[src/rtl/irq_cond_pkg.sv]
`timescale 1ns/1ps
package irq_cond_pkg;
  localparam int BUS_AW      = 7;
  localparam int WORD_W      = 4;
  localparam int SWE_ID_W    = 8;
  localparam int SWE_SET_BIT = 31;

  typedef enum logic [2:0] {
    BANK_POL  = 3'd0,
    BANK_TRIG = 3'd1,
    BANK_DUAL = 3'd2,
    BANK_MSET = 3'd3,
    BANK_MCLR = 3'd4,
    BANK_PEND = 3'd5,
    BANK_SWE  = 3'd6,
    BANK_NONE = 3'd7
  } bank_e;
endpackage

[src/rtl/irq_cfg_regs.sv]
`timescale 1ns/1ps
module irq_cfg_regs import irq_cond_pkg::*; #(
  parameter int N_SRC = 64
) (
  input  logic              clk_i,
  input  logic              rst_ni,
  input  logic              wr_i,
  input  bank_e             bank_i,
  input  logic [WORD_W-1:0] word_i,
  input  logic [31:0]       wdata_i,
  output logic [N_SRC-1:0]  pol_o,
  output logic [N_SRC-1:0]  trig_o,
  output logic [N_SRC-1:0]  dual_o,
  output logic [N_SRC-1:0]  mask_o
);
  localparam int NW = N_SRC / 32;

  logic [31:0] pol_w  [NW];
  logic [31:0] trig_w [NW];
  logic [31:0] dual_w [NW];
  logic [31:0] mask_w [NW];

  for (genvar w = 0; w < NW; w++) begin : g_word
    logic hit;
    assign hit = wr_i && (word_i == WORD_W'(w));

    always_ff @(posedge clk_i or negedge rst_ni) begin
      if (!rst_ni) begin
        pol_w[w]  <= '1;
        trig_w[w] <= '0;
        dual_w[w] <= '0;
        mask_w[w] <= '0;
      end else if (hit) begin
        case (bank_i)
          BANK_POL:  pol_w[w]  <= wdata_i;
          BANK_TRIG: trig_w[w] <= wdata_i;
          BANK_DUAL: dual_w[w] <= wdata_i;
          BANK_MSET: mask_w[w] <= mask_w[w] | wdata_i;
          BANK_MCLR: mask_w[w] <= mask_w[w] & ~wdata_i;
          default: ;
        endcase
      end
    end

    assign pol_o[w*32 +: 32]  = pol_w[w];
    assign trig_o[w*32 +: 32] = trig_w[w];
    assign dual_o[w*32 +: 32] = dual_w[w];
    assign mask_o[w*32 +: 32] = mask_w[w];
  end

  AST_MSET_NO_CLR: assert property (@(posedge clk_i) disable iff (!rst_ni)
    (wr_i && bank_i == BANK_MSET) |=> ((mask_o & $past(mask_o)) == $past(mask_o)));
  AST_MSET_SETS: assert property (@(posedge clk_i) disable iff (!rst_ni)
    (wr_i && bank_i == BANK_MSET && word_i == '0) |=>
      ((mask_o[31:0] & $past(wdata_i)) == $past(wdata_i)));
  AST_MCLR_NO_SET: assert property (@(posedge clk_i) disable iff (!rst_ni)
    (wr_i && bank_i == BANK_MCLR) |=> ((mask_o | $past(mask_o)) == $past(mask_o)));
endmodule

[src/rtl/irq_src_cell.sv]
`timescale 1ns/1ps
module irq_src_cell (
  input  logic clk_i,
  input  logic rst_ni,
  input  logic src_i,
  input  logic pol_i,
  input  logic edge_i,
  input  logic dual_i,
  input  logic sw_set_i,
  input  logic sw_clr_i,
  output logic pend_o
);
  logic sync1_q, sync2_q, prev_q, pend_q, pend_d;
  logic rise, fall, hit;

  always_ff @(posedge clk_i or negedge rst_ni) begin
    if (!rst_ni) begin
      sync1_q <= 1'b0;
      sync2_q <= 1'b0;
      prev_q  <= 1'b0;
      pend_q  <= 1'b0;
    end else begin
      sync1_q <= src_i;
      sync2_q <= sync1_q;
      prev_q  <= sync2_q;
      pend_q  <= pend_d;
    end
  end

  assign rise = sync2_q & ~prev_q;
  assign fall = ~sync2_q & prev_q;
  assign hit  = dual_i ? (rise | fall) : (pol_i ? rise : fall);

  // edge: detected edge and software set beat software clear
  always_comb begin
    if (edge_i) pend_d = hit | sw_set_i | (pend_q & ~sw_clr_i);
    else        pend_d = pol_i ? sync2_q : ~sync2_q;
  end

  assign pend_o = pend_q;

  AST_EDGE_STICKY: assert property (@(posedge clk_i) disable iff (!rst_ni)
    (edge_i && pend_q && !sw_clr_i) |=> pend_q);
  AST_DUAL_BOTH: assert property (@(posedge clk_i) disable iff (!rst_ni)
    (edge_i && dual_i && (sync2_q != prev_q)) |=> pend_q);
  AST_SW_SET: assert property (@(posedge clk_i) disable iff (!rst_ni)
    (edge_i && sw_set_i) |=> pend_q);
  AST_LVL_NO_SW: assert property (@(posedge clk_i) disable iff (!rst_ni)
    (!edge_i && sw_set_i && (pol_i != sync2_q)) |=> !pend_q);
  AST_ACK_LOSES: assert property (@(posedge clk_i) disable iff (!rst_ni)
    (edge_i && sw_clr_i && (sync2_q != prev_q) && (dual_i || (pol_i == sync2_q))) |=> pend_q);
endmodule

[src/rtl/irq_src_cond.sv]
`timescale 1ns/1ps
module irq_src_cond import irq_cond_pkg::*; #(
  parameter int N_SRC = 64
) (
  input  logic              clk_i,
  input  logic              rst_ni,
  input  logic [N_SRC-1:0]  src_i,
  input  logic              bus_req_i,
  input  logic              bus_we_i,
  input  logic [BUS_AW-1:0] bus_addr_i,
  input  logic [31:0]       bus_wdata_i,
  output logic [31:0]       bus_rdata_o,
  output logic [N_SRC-1:0]  irq_vec_o
);
  localparam int NW = N_SRC / 32;

  bank_e             bank;
  logic [WORD_W-1:0] word;
  logic              wr, swe_wr;
  logic [N_SRC-1:0]  pol, trig, dual, mask, pend, sw_set, sw_clr;

  assign bank   = bank_e'(bus_addr_i[BUS_AW-1 -: 3]);
  assign word   = bus_addr_i[WORD_W-1:0];
  assign wr     = bus_req_i && bus_we_i;
  assign swe_wr = wr && (bank == BANK_SWE) && (word == '0);

  irq_cfg_regs #(.N_SRC(N_SRC)) u_cfg (
    .clk_i   (clk_i),
    .rst_ni  (rst_ni),
    .wr_i    (wr),
    .bank_i  (bank),
    .word_i  (word),
    .wdata_i (bus_wdata_i),
    .pol_o   (pol),
    .trig_o  (trig),
    .dual_o  (dual),
    .mask_o  (mask)
  );

  for (genvar i = 0; i < N_SRC; i++) begin : g_src
    logic id_hit;
    assign id_hit    = swe_wr && (bus_wdata_i[SWE_ID_W-1:0] == SWE_ID_W'(i));
    assign sw_set[i] = id_hit && bus_wdata_i[SWE_SET_BIT];
    assign sw_clr[i] = id_hit && !bus_wdata_i[SWE_SET_BIT];

    irq_src_cell u_cell (
      .clk_i    (clk_i),
      .rst_ni   (rst_ni),
      .src_i    (src_i[i]),
      .pol_i    (pol[i]),
      .edge_i   (trig[i]),
      .dual_i   (dual[i]),
      .sw_set_i (sw_set[i]),
      .sw_clr_i (sw_clr[i]),
      .pend_o   (pend[i])
    );
  end

  always_comb begin
    bus_rdata_o = '0;
    if (int'(word) < NW) begin
      case (bank)
        BANK_POL:             bus_rdata_o = pol[{word, 5'd0} +: 32];
        BANK_TRIG:            bus_rdata_o = trig[{word, 5'd0} +: 32];
        BANK_DUAL:            bus_rdata_o = dual[{word, 5'd0} +: 32];
        BANK_MSET, BANK_MCLR: bus_rdata_o = mask[{word, 5'd0} +: 32];
        BANK_PEND:            bus_rdata_o = pend[{word, 5'd0} +: 32];
        default:              bus_rdata_o = '0;
      endcase
    end
  end

  assign irq_vec_o = pend & mask;

  AST_VEC_MASKED: assert property (@(posedge clk_i) disable iff (!rst_ni)
    ((irq_vec_o & ~mask) == '0));
  AST_SW_EXCL: assert property (@(posedge clk_i) disable iff (!rst_ni)
    ($onehot0(sw_set | sw_clr)));
endmodule

[config.mk]
export PLATFORM = sky130hd
export DESIGN_NAME = irq_src_cond
export DESIGN_NICKNAME = d
export VERILOG_FILES = /design/src/rtl/irq_cond_pkg.sv /design/src/rtl/irq_cfg_regs.sv /design/src/rtl/irq_src_cell.sv /design/src/rtl/irq_src_cond.sv
export SDC_FILE = /design/constraint.sdc
export NUM_CORES = 1
export LEC_CHECK = 0
export ABC_AREA = 1
export ABC_CLOCK_PERIOD_IN_PS = 2200
export BUFFER_PORTS_ARGS = -buffer_cell sky130_fd_sc_hd__buf_4
export CAP_MARGIN = 20
export CORE_UTILIZATION = 23
export DETAILED_ROUTE_END_ITERATION = 12
export HOLD_SLACK_MARGIN = 0.02
export PLACE_DENSITY = 0.39
export SYNTH_ARGS = -nofsm -noshare
export SYNTH_HDL_FRONTEND = slang
export SYNTH_HIERARCHICAL = 1
export SYNTH_SLANG_ARGS = --single-unit
[constraint.sdc]
create_clock -name clk_i -period 2.2 [get_ports clk_i]
set_input_delay 0.44 -clock clk_i [delete_from_list [all_inputs] [get_ports clk_i]]
set_output_delay 0.44 -clock clk_i [all_outputs]
set_load 0.05 [all_outputs]
### Word-level counts from Yosys, hierarchy flattened

Index checks and enable logic that the tools add are counted.

* input bits: 107
* register bits after elaboration: 512

* multiplexer cells: 260
* shift-type cells: 5
* bitwise gates (word level): 582
* magnitude comparators: 1
* eq/ne operators: 70
* reductions and logical operators: 211

Operators with widths (number)
* $shiftx A64 B10 Y32: 5
* $eq A8 B6 Y1 const B: 32
* $mux W1: 256
* $logic_and A1 B1 Y1: 197
* $and A1 B1 Y1: 192
* $not A1 Y1: 192
* $or A1 B1 Y1: 192
* $pmux W32 S5: 1
* $eq A8 B5 Y1 const B: 16
* $pmux W32 S2: 2
* $and A32 B32 Y32: 2
* $and A64 B64 Y64: 1
* $eq A8 B4 Y1 const B: 8
* $or A32 B32 Y32: 2
* $eq A8 B3 Y1 const B: 4
* $mux W32: 1
* $not A32 Y32: 1
* $eq A8 B2 Y1 const B: 2
* $reduce_and A2 Y1: 8
* $eq A3 B3 Y1 const B: 3
* $eq A8 B1 Y1 const B: 1
* $logic_not A8 Y1: 1
* $eq A3 B2 Y1 const B: 2
* $eq A4 B1 Y1 const B: 1
* other kinds (7): 7

### Longest topological paths before layout

Gate-level depths: netlist of the first run.

* depth in word-level cells: 9
* mapped depth: 13
* gate-level depth less buffers: 11

### Modules after synthesis

The synthesis of the first run kept the hierarchy.

By module, submodules not included
* irq_src_cell: cells each 24, area each 200.2 um2, times used 64, seq. area each 100.1 um2
* irq_cfg_regs: cells each 1022, area each 9964.6 um2, times used 1, seq. area each 6486.2 um2
* irq_src_cond: cells each 1277, area each 6173.4 um2, times used 1, seq. area each 0.0 um2

### Worst setup path after synthesis of the first run

OpenSTA, ideal clock, no wires.

* path type: input to output
* start: input port bus_addr_i[2]
* end: output port bus_rdata_o[0]
* setup slack: -0.369 ns
* cell stages on the path: 5
* path buffers: 2
* data arrival time: 2.129 ns
* cell sequence: or3_4 -> or2_1 -> clkbuf_1 -> clkbuf_1 -> a21oi_1

* longest elaborated chain between the ends: 3
* elaborated cells on any way between the ends: 8
* classes of those cells: 1 x order compare; 5 x shift; 2 x mux

RTL lines
* from (decl): line irq_src_cond.sv:10 `input logic [BUS_AW-1:0] bus_addr_i,`
* $shiftx A64 B10 Y32 (on tied branches)
* $pmux W32 S5: line irq_src_cond.sv:62 `case (bank)`
* $mux W32 *: line irq_src_cond.sv:61 `if (int'(word) < NW) begin`
* to (decl): line irq_src_cond.sv:12 `output logic [31:0] bus_rdata_o,`

Mark *: on every way between the ends. The rest lies on a longest branch, timed or not.

### Final worst setup path of the first run

* start: input port bus_addr_i[6]
* end: output port bus_rdata_o[26]

* longest elaborated chain between the ends: 4
* elaborated cells on any way between the ends: 9
* classes of those cells: 5 x eq/ne; 2 x mux; 2 x reduce/logical

RTL lines (line)
* $eq A3 B2 Y1 or $eq A3 B3 Y1 (tied branches): irq_src_cond.sv:62
* $reduce_or A2 Y1: irq_src_cond.sv:62
* $pmux W32 S5 *: irq_src_cond.sv:62
* $mux W32 *: irq_src_cond.sv:61

Marks and branches as above.

==> results of run 1 <==
metrics by stage:
| step | util [%] | instance area, sq um | worst slack (ns) |
|---|---|---|---|
| global route | 31.6 | 39200 | -0.265 |
| finish | 31.6 | 39200 | -0.220 |
| detailed placement | 27.4 | 34100 | -0.295 |
| floorplan | - | 29200 | -0.0904 |
| global placement | 27.4 | 34100 | -0.297 |
| CTS | 31.0 | 38500 | -0.201 |
power by group:
part	leakage, nW	switching, mW	total [mW]	internal (mW)
Clock	1.10	4.51	11.4	6.88
Sequential	6.29	0.498	10.5	9.99
Combinational	11.4	2.32	3.78	1.46
worst min-delay path, cell delays in order:
cell and delay (ns):
sky130_fd_sc_hd__buf_4 0.11, sky130_fd_sc_hd__nand4_1 0.08, sky130_fd_sc_hd__nand2_1 0.07
repair_timing:
action | CTS | global route
hold endpoints to repair | 216 | 0
pin swaps | 61 | 119
hold buffers | 65 | 0
buffers inserted | 80 | 36
endpoints found under the setup margin | 33 | 33
gates cloned | 13 | 5
gates resized for setup | 146 | 126
layer usage:
layer  track usage, %  vias to the layer above  share of wire, %
met4             5.64                        2               3.0
met5                0                        -             0.010
met2             30.5                      696                47
met3             4.02                      147               6.2
met1             23.8                    12631                44
li1                 -                    12871                 -
placed cells by master (no fill, tap or decap), drive strengths merged:
cell,Yosys,routed
nand3,294,294
nor2,461,461
ha,128,128
dfrtp,448,448
nor3b,1,1
bufbuf,0,1
inv,755,756
dlygate4sd3,0,65
o21ai,386,386
nor3,131,131
or2,1,2
bufinv,0,5
nand4,97,97
diode,0,1
buf,119,504
clkbuf,49,108
a21oi,96,96
nand2,804,805
clkinv,0,10
or3,1,1
dfstp,64,64
clkinvlp,0,1
worst max path at each step:
stage                            endpoint  slack (ns)
after global placement    bus_rdata_o[11]       -0.30
after CTS                 bus_rdata_o[20]       -0.20
after floorplan           bus_rdata_o[11]       -0.09
after global routing      bus_rdata_o[26]       -0.27
after detailed placement  bus_rdata_o[26]       -0.30
final                     bus_rdata_o[26]       -0.22
area by class of cell:
cell class                      count  area, sq um  area share, %
Sequential cell                   512        12900           32.9
Inverter                          755         2850           7.26
Timing Repair Buffer              575         5950           15.2
Multi-Input combinational cell   2402        13300           33.8
Clock inverter                     17          224          0.571
Antenna cell                        1         2.50        0.00638
Clock buffer                      103         2010           5.13
Tap cell                         1637         2050           5.22
cells by family (layout without fill, tap and decap cells):
family	Yosys count	count (layout)	synth area share, %
AOI/OAI and AO/OA	482	482	8.50
and+or+nand+nor	1790	1792	28.9
buffers and inverters	923	1450	12.6
other	0	1	0
adders and majority gates	128	128	5.53
DFF	512	512	44.5
==> qor.yml, run 1 <==
placement:
  dp.final_hpwl_um: 82600
  numPortBuffers: 202
  place_congestion: 0.844
  number_of_cells_in_the_design_after_placement: 5686
clocking:
  cts_max_path_buffers: 3
  cts_buffers: 66
  cts.clk_slew.worst_paths_ns: 0.06
  insertion_delay_ns: 0.65
  cts-root-buf: "sky130_fd_sc_hd__clkbuf_16"
  cts_tree: "built"
  cts_sinks: 512
  cts_htree_levels: 3
cells_and_area:
  areaGrowthSynthToFinish_pct: 35.6
  final_net_count: 4547
  layout-drive-gt1-share_pct: 24.5
  final.fill_count: 13426
  final_cell_count_no_fill: 6002
min_path:
  hp-start: "bus_wdata_i[26]"
  hold-path-cell-count: 3
  min-delay-path-class: "input pin to register"
floorplanning:
  fp.dieH_um: 357
  floorplan.initialDensity_pct: 23.3
  design.die.area_sq_mm: 0.127
  fp-row-count: 129
  core_region_area_sq_mm: 0.124
  pin_count: 203
  die_width_um: 357
synthesis:
  synth-main-ff-cell: "sky130_fd_sc_hd__dfrtp_1"
  synthTopCellsByArea: "sky130_fd_sc_hd__dfrtp_1, sky130_fd_sc_hd__nand2_1, sky130_fd_sc_hd__inv_1, sky130_fd_sc_hd__dfstp_2, sky130_fd_sc_hd__ha_1"
  seq_area_frac_synth_pct: 44.5
  yosysWarningCount: 6
  netlist-cell-type-count: 29
  synth.largest_area_cell: "sky130_fd_sc_hd__dfrtp_1"
  synth-edff-count: 0
  synth.avg_cell_area_sq_um: 7.55
  yosys.area.top_type_share_pct: 38.7
  syn-num-nets: 4070
  number_of_flip_flops_and_latches_in_the_synthesized_netlist: 512
  synth_cells: 3835
  synth-async-reset-ratio_pct: 100
  synthTopCellsByCount: "sky130_fd_sc_hd__nand2_1, sky130_fd_sc_hd__inv_1, sky130_fd_sc_hd__dfrtp_1"
  synth.most_common_cell: "sky130_fd_sc_hd__nand2_1"
  synthesis.area_sq_mm: 0.0290
power_and_ir_drop:
  vdd_ir_drop_max_mv: 0.474
  leakage_nw: 18.8
  overall_power_after_layout_mw: 25.7
  cellPowerDensity_mw_per_mm2: 654
flow_run:
  timing.max_cap.violations: 0
timing:
  tightestPinTransition_ns: 0.548
  report.final.setup_viol: 32
  period_share_pct: 110
  grt_setup_unrepaired: "true"
  tns_ns: -4.62
  hold_viol: 0
  worst_rel_slew_slack_pct: 63.5
  max_freq_mhz: 413
  final.hold.worst_slack_ns: 0.0949
  report.final.slew_viol_count: 0
  fin_crit_ns: 2.42
  setup_ws_ns: -0.220
  clock-skew-final_ns: 0.0238
worst_setup_path:
  crit_path_cell_trace: "buf_12, buf_8, o21ai_4, buf_12, buf_8, nand3_1, nand2_1, inv_1, nand2_1, nand2_1, a21oi_2, buf_6, buf_8"
  slowest_delay_ns: 0.24
  crit_buf_inv: 7
  critPathKind: "input pin to primary output"
  crit_cells: 13
  worst_r2r_endpoint: "g_src[51].u_cell/pend_o"
  critPathMaxFanout: 8
  rr_worst_depth: 7
  timing.critical_path.from: "bus_addr_i[6]"
  crit_path_top_delay_cell: "sky130_fd_sc_hd__a21oi_2"
  r2r_start: "g_src[51].u_cell/sync2_q"
  crit_arrival_ns: 1.98
  worstPathRequired_ns: 1.76
  r2r_slack_ns: 0.90
  crit_family: "buffers and inverters"
  crit_path_end_kind: "primary output"
  critPathLaunchType: "input pin"
status:
  violations: "setup timing"
  outcome: "finished with violations"
grt:
  antenna_found_initial: 4
  grt.overflow.total: 0
  grt_max_degree: 83
  grt_pass1_vias: 25383
  grt_usage_pct: 18.4
  grt_pass1_wl_um: 171000
drt:
  wl_per_cell_um: 19.7
  drt_wl_total_um: 118000
  num_vias: 26347
  first_iter_violations: 2069
  first_drt_pass_iteration_count: 6
  post_drt_via_cell_ratio: 4.39
  drcViolationCount: 0
  route.antenna.remaining_nets: 0
No activity file was read; power rests on OpenSTA's default activity.
==> run 2, diff against run 1 <==
--- a/config.mk
+++ b/config.mk
@@ -9,10 +9,12 @@
 export ABC_CLOCK_PERIOD_IN_PS = 2200
 export BUFFER_PORTS_ARGS = -buffer_cell sky130_fd_sc_hd__buf_4
 export CAP_MARGIN = 20
+export CELL_PAD_IN_SITES_DETAIL_PLACEMENT = 1
+export CELL_PAD_IN_SITES_GLOBAL_PLACEMENT = 2
 export CORE_UTILIZATION = 23
 export DETAILED_ROUTE_END_ITERATION = 12
 export HOLD_SLACK_MARGIN = 0.02
-export PLACE_DENSITY = 0.39
+export PLACE_DENSITY = 0.58
 export SYNTH_ARGS = -nofsm -noshare
 export SYNTH_HDL_FRONTEND = slang
 export SYNTH_HIERARCHICAL = 1
==> run 2 against run 1 <==
Compared with the run above:
- the run still ends with setup timing left
- power is 5.3% higher
- clock power is 9.6% higher
- maximum frequency is 0.15% lower
- final cell count is 1.2% higher
- sequential power hardly changed
- flip-flop and latch count stayed put
- clock-buffer cell count is 3 higher
- routed wire length is 11% higher
==> qor.yml, run 2 (synthesis gave the netlist of run 1 again) <==
status:
  outcome: "finished with violations"  # unchanged
  violations: "setup timing"  # unchanged
drt:
  drt_wl_total_um: 131000  # was 118000 um
  wl_per_cell_um: 21.6  # was 19.7 um
  route.antenna.remaining_nets: 0  # unchanged
  first_drt_pass_iteration_count: 5  # was 6
  first_iter_violations: 1626  # was 2069
  drcViolationCount: 0  # unchanged
  num_vias: 27000  # was 26347
  post_drt_via_cell_ratio: 4.45  # was 4.39
worst_setup_path:
  critPathLaunchType: "input pin"  # unchanged
  crit_path_cell_trace: "buf_6, or3_4, or2_4, buf_12, buf_12, a21oi_4, buf_6"  # was buf_12, buf_8, o21ai_4, buf_12, buf_8, nand3_1, nand2_1, inv_1, nand2_1, nand2_1, a21oi_2, buf_6, buf_8
  slowest_delay_ns: 0.43  # was 0.24 ns
  crit_path_top_delay_cell: "sky130_fd_sc_hd__or3_4"  # was sky130_fd_sc_hd__a21oi_2
  crit_buf_inv: 4  # was 7
  crit_arrival_ns: 1.98  # about the same
  worstPathRequired_ns: 1.76  # about the same
  crit_family: "simple AND/OR/NAND/NOR gates"  # was buffers and inverters
  critPathKind: "input pin to primary output"  # unchanged
  crit_path_end_kind: "primary output"  # unchanged
  critPathMaxFanout: 7  # was 8
grt:
  grt_pass1_wl_um: 191000  # was 171000 um
  grt_usage_pct: 20.6  # was 18.4%
  antenna_found_initial: 9  # was 4
  grt_pass1_vias: 27856  # was 25383
  grt.overflow.total: 0  # unchanged
  grt_max_degree: 88  # was 83
timing:
  final.hold.worst_slack_ns: 0.0742  # was 0.0949 ns
  report.final.slew_viol_count: 0  # unchanged
  tns_ns: -5.27  # was -4.62 ns
  fin_crit_ns: 2.42  # about the same
  setup_ws_ns: -0.223  # was -0.220 ns
  hold_viol: 0  # unchanged
  max_freq_mhz: 413  # about the same
  period_share_pct: 110  # about the same
  tightestPinTransition_ns: 0.680  # was 0.548 ns
  clock-skew-final_ns: 0.0323  # was 0.0238 ns
  report.final.setup_viol: 32  # unchanged
  grt_setup_unrepaired: "true"  # unchanged
  worst_rel_slew_slack_pct: 54.6  # was 63.5%
placement:
  place_ws_ns: -0.328  # was -0.295 ns
  numPortBuffers: 202  # unchanged
  place_area_sq_mm: 0.0344  # was 0.0341 sq mm
  place_congestion: 0.830  # was 0.844
  dp.final_hpwl_um: 93000  # was 82600 um
floorplanning:
  fp.dieH_um: 357  # unchanged
  floorplan.initialDensity_pct: 23.3  # unchanged
  core_region_area_sq_mm: 0.124  # unchanged
  die_width_um: 357  # unchanged
  pin_count: 203  # unchanged
  design.die.area_sq_mm: 0.127  # unchanged
  fp-row-count: 129  # unchanged
clocking:
  cts-root-buf: "sky130_fd_sc_hd__clkbuf_16"  # unchanged
  insertion_delay_ns: 0.69  # was 0.65 ns
  cts_htree_levels: 3  # unchanged
  cts_sinks: 512  # unchanged
  cts_buffers: 73  # was 66
  cts.clk_slew.worst_paths_ns: 0.06  # about the same
  cts_tree: "built"  # unchanged
  cts_max_path_buffers: 3  # unchanged
power_and_ir_drop:
  p_comb_share_pct: 14.8  # was 14.7%
  leakage_nw: 19.2  # was 18.8 nW
  p_seq_share_pct: 39.0  # was 40.9%
  vdd_ir_drop_max_mv: 0.519  # was 0.474 mV
  internal-power_mw: 19.1  # was 18.3 mW
  net-switching-power_mw: 7.88  # was 7.34 mW
  switching_share_pct: 29.2  # was 28.6%
  overall_power_after_layout_mw: 27.0  # was 25.7 mW
  cellPowerDensity_mw_per_mm2: 675  # was 654 mW/mm^2
  pwr-share-clk_pct: 46.3  # was 44.4%
cells_and_area:
  areaGrowthSynthToFinish_pct: 38.2  # was 35.6%
  most_common_library_cell_in_the_layout_ignoring_fill_and_taps: "sky130_fd_sc_hd__inv_1"  # unchanged
  layout_common_cells: "sky130_fd_sc_hd__inv_1, sky130_fd_sc_hd__nand2_1, sky130_fd_sc_hd__dfrtp_1, sky130_fd_sc_hd__buf_4, sky130_fd_sc_hd__nor2_1"  # was sky130_fd_sc_hd__inv_1, sky130_fd_sc_hd__nand2_1, sky130_fd_sc_hd__dfrtp_1, sky130_fd_sc_hd__nor2_1, sky130_fd_sc_hd__buf_4
  final_net_count: 4606  # was 4547
  final_area_sq_mm: 0.0400  # was 0.0392 sq mm
  layout-drive-gt1-share_pct: 26.3  # was 24.5%
flow_run:
  timing.max_cap.violations: 0  # unchanged
min_path:
  min-delay-path-class: "input pin to register"  # unchanged
-- run 2: cell type report --
cell class	instances	area (sq um)
Antenna cell	3	7.51
Clock buffer	106	2090
Clock inverter	30	400
Fill cell	14814	84300
Inverter	755	2850
Multi-Input combinational cell	2401	13400
Sequential cell	512	12900
Tap cell	1637	2050
Timing Repair Buffer	628	6350
-- run 2: timing repair --
action | in CTS | in global routing
resized for setup | 213 | 129
endpoints found under the setup margin | 35 | 32
hold buffers | 74 | 0
buffers inserted | 107 | 29
hold endpoints to repair | 196 | 0
gates cloned | 8 | 4
pin swaps | 84 | 88
-- run 2: path summary, 6_finish.rpt --
path / start / to / slack, ns / cells past startpoint
min in group asynchronous: rst_ni / g_src[6].u_cell/sync1_q / 0.27 / 2
worst min-delay path: bus_wdata_i[23] / register / 0.07 / 3
worst max register to register: g_src[49].u_cell/sync2_q / g_src[49].u_cell/pend_o / 0.80 / 7
worst min register to register: g_src[33].u_cell/sync1_q / g_src[33].u_cell/sync2_q / 0.34 / 0
worst max-delay path: bus_addr_i[2] / bus_rdata_o[9] / -0.22 / 7
max in group asynchronous: rst_ni / g_src[48].u_cell/sync2_q / 1.06 / 3
-- run 2: metal layers --
layer	routed length, um	track usage, %
met1	57700	25.9
met2	64400	35.8
met3	5380	3.66
met4	3730	5.91
met5	61	0
-- run 2: worst register-to-register path, delay by kind of cell, from the launching register on --
kind / cells / cell delay (ns)
simple gates: 4 / 0.28
fa+ha+maj: 1 / 0.29
flops: 1 / 0.60
buf+inv: 2 / 0.14
-- run 2: power groups by stage --
| stage | Sequential [mW] | Combinational [mW] | Clock [mW] |
|---|---|---|---|
| 2_1_floorplan | 10.5 | 1.71 | 0 |
| 3_3_place_gp | 10.8 | 3.25 | 0 |
| 3_5_place_dp | 10.8 | 3.28 | 0 |
| 4_1_cts | 10.5 | 3.89 | 13.0 |
| 5_1_grt | 10.6 | 4.40 | 13.3 |
| 6_report | 10.5 | 3.99 | 12.5 |
-- run 2: metrics by stage --
step                      instances  util, %
after detailed placement       5715     27.7
after CTS                      6040     31.7
after global routing           6069     32.2
after global placement         5715     27.7
after floorplan                3835        -
final                          6072     32.2
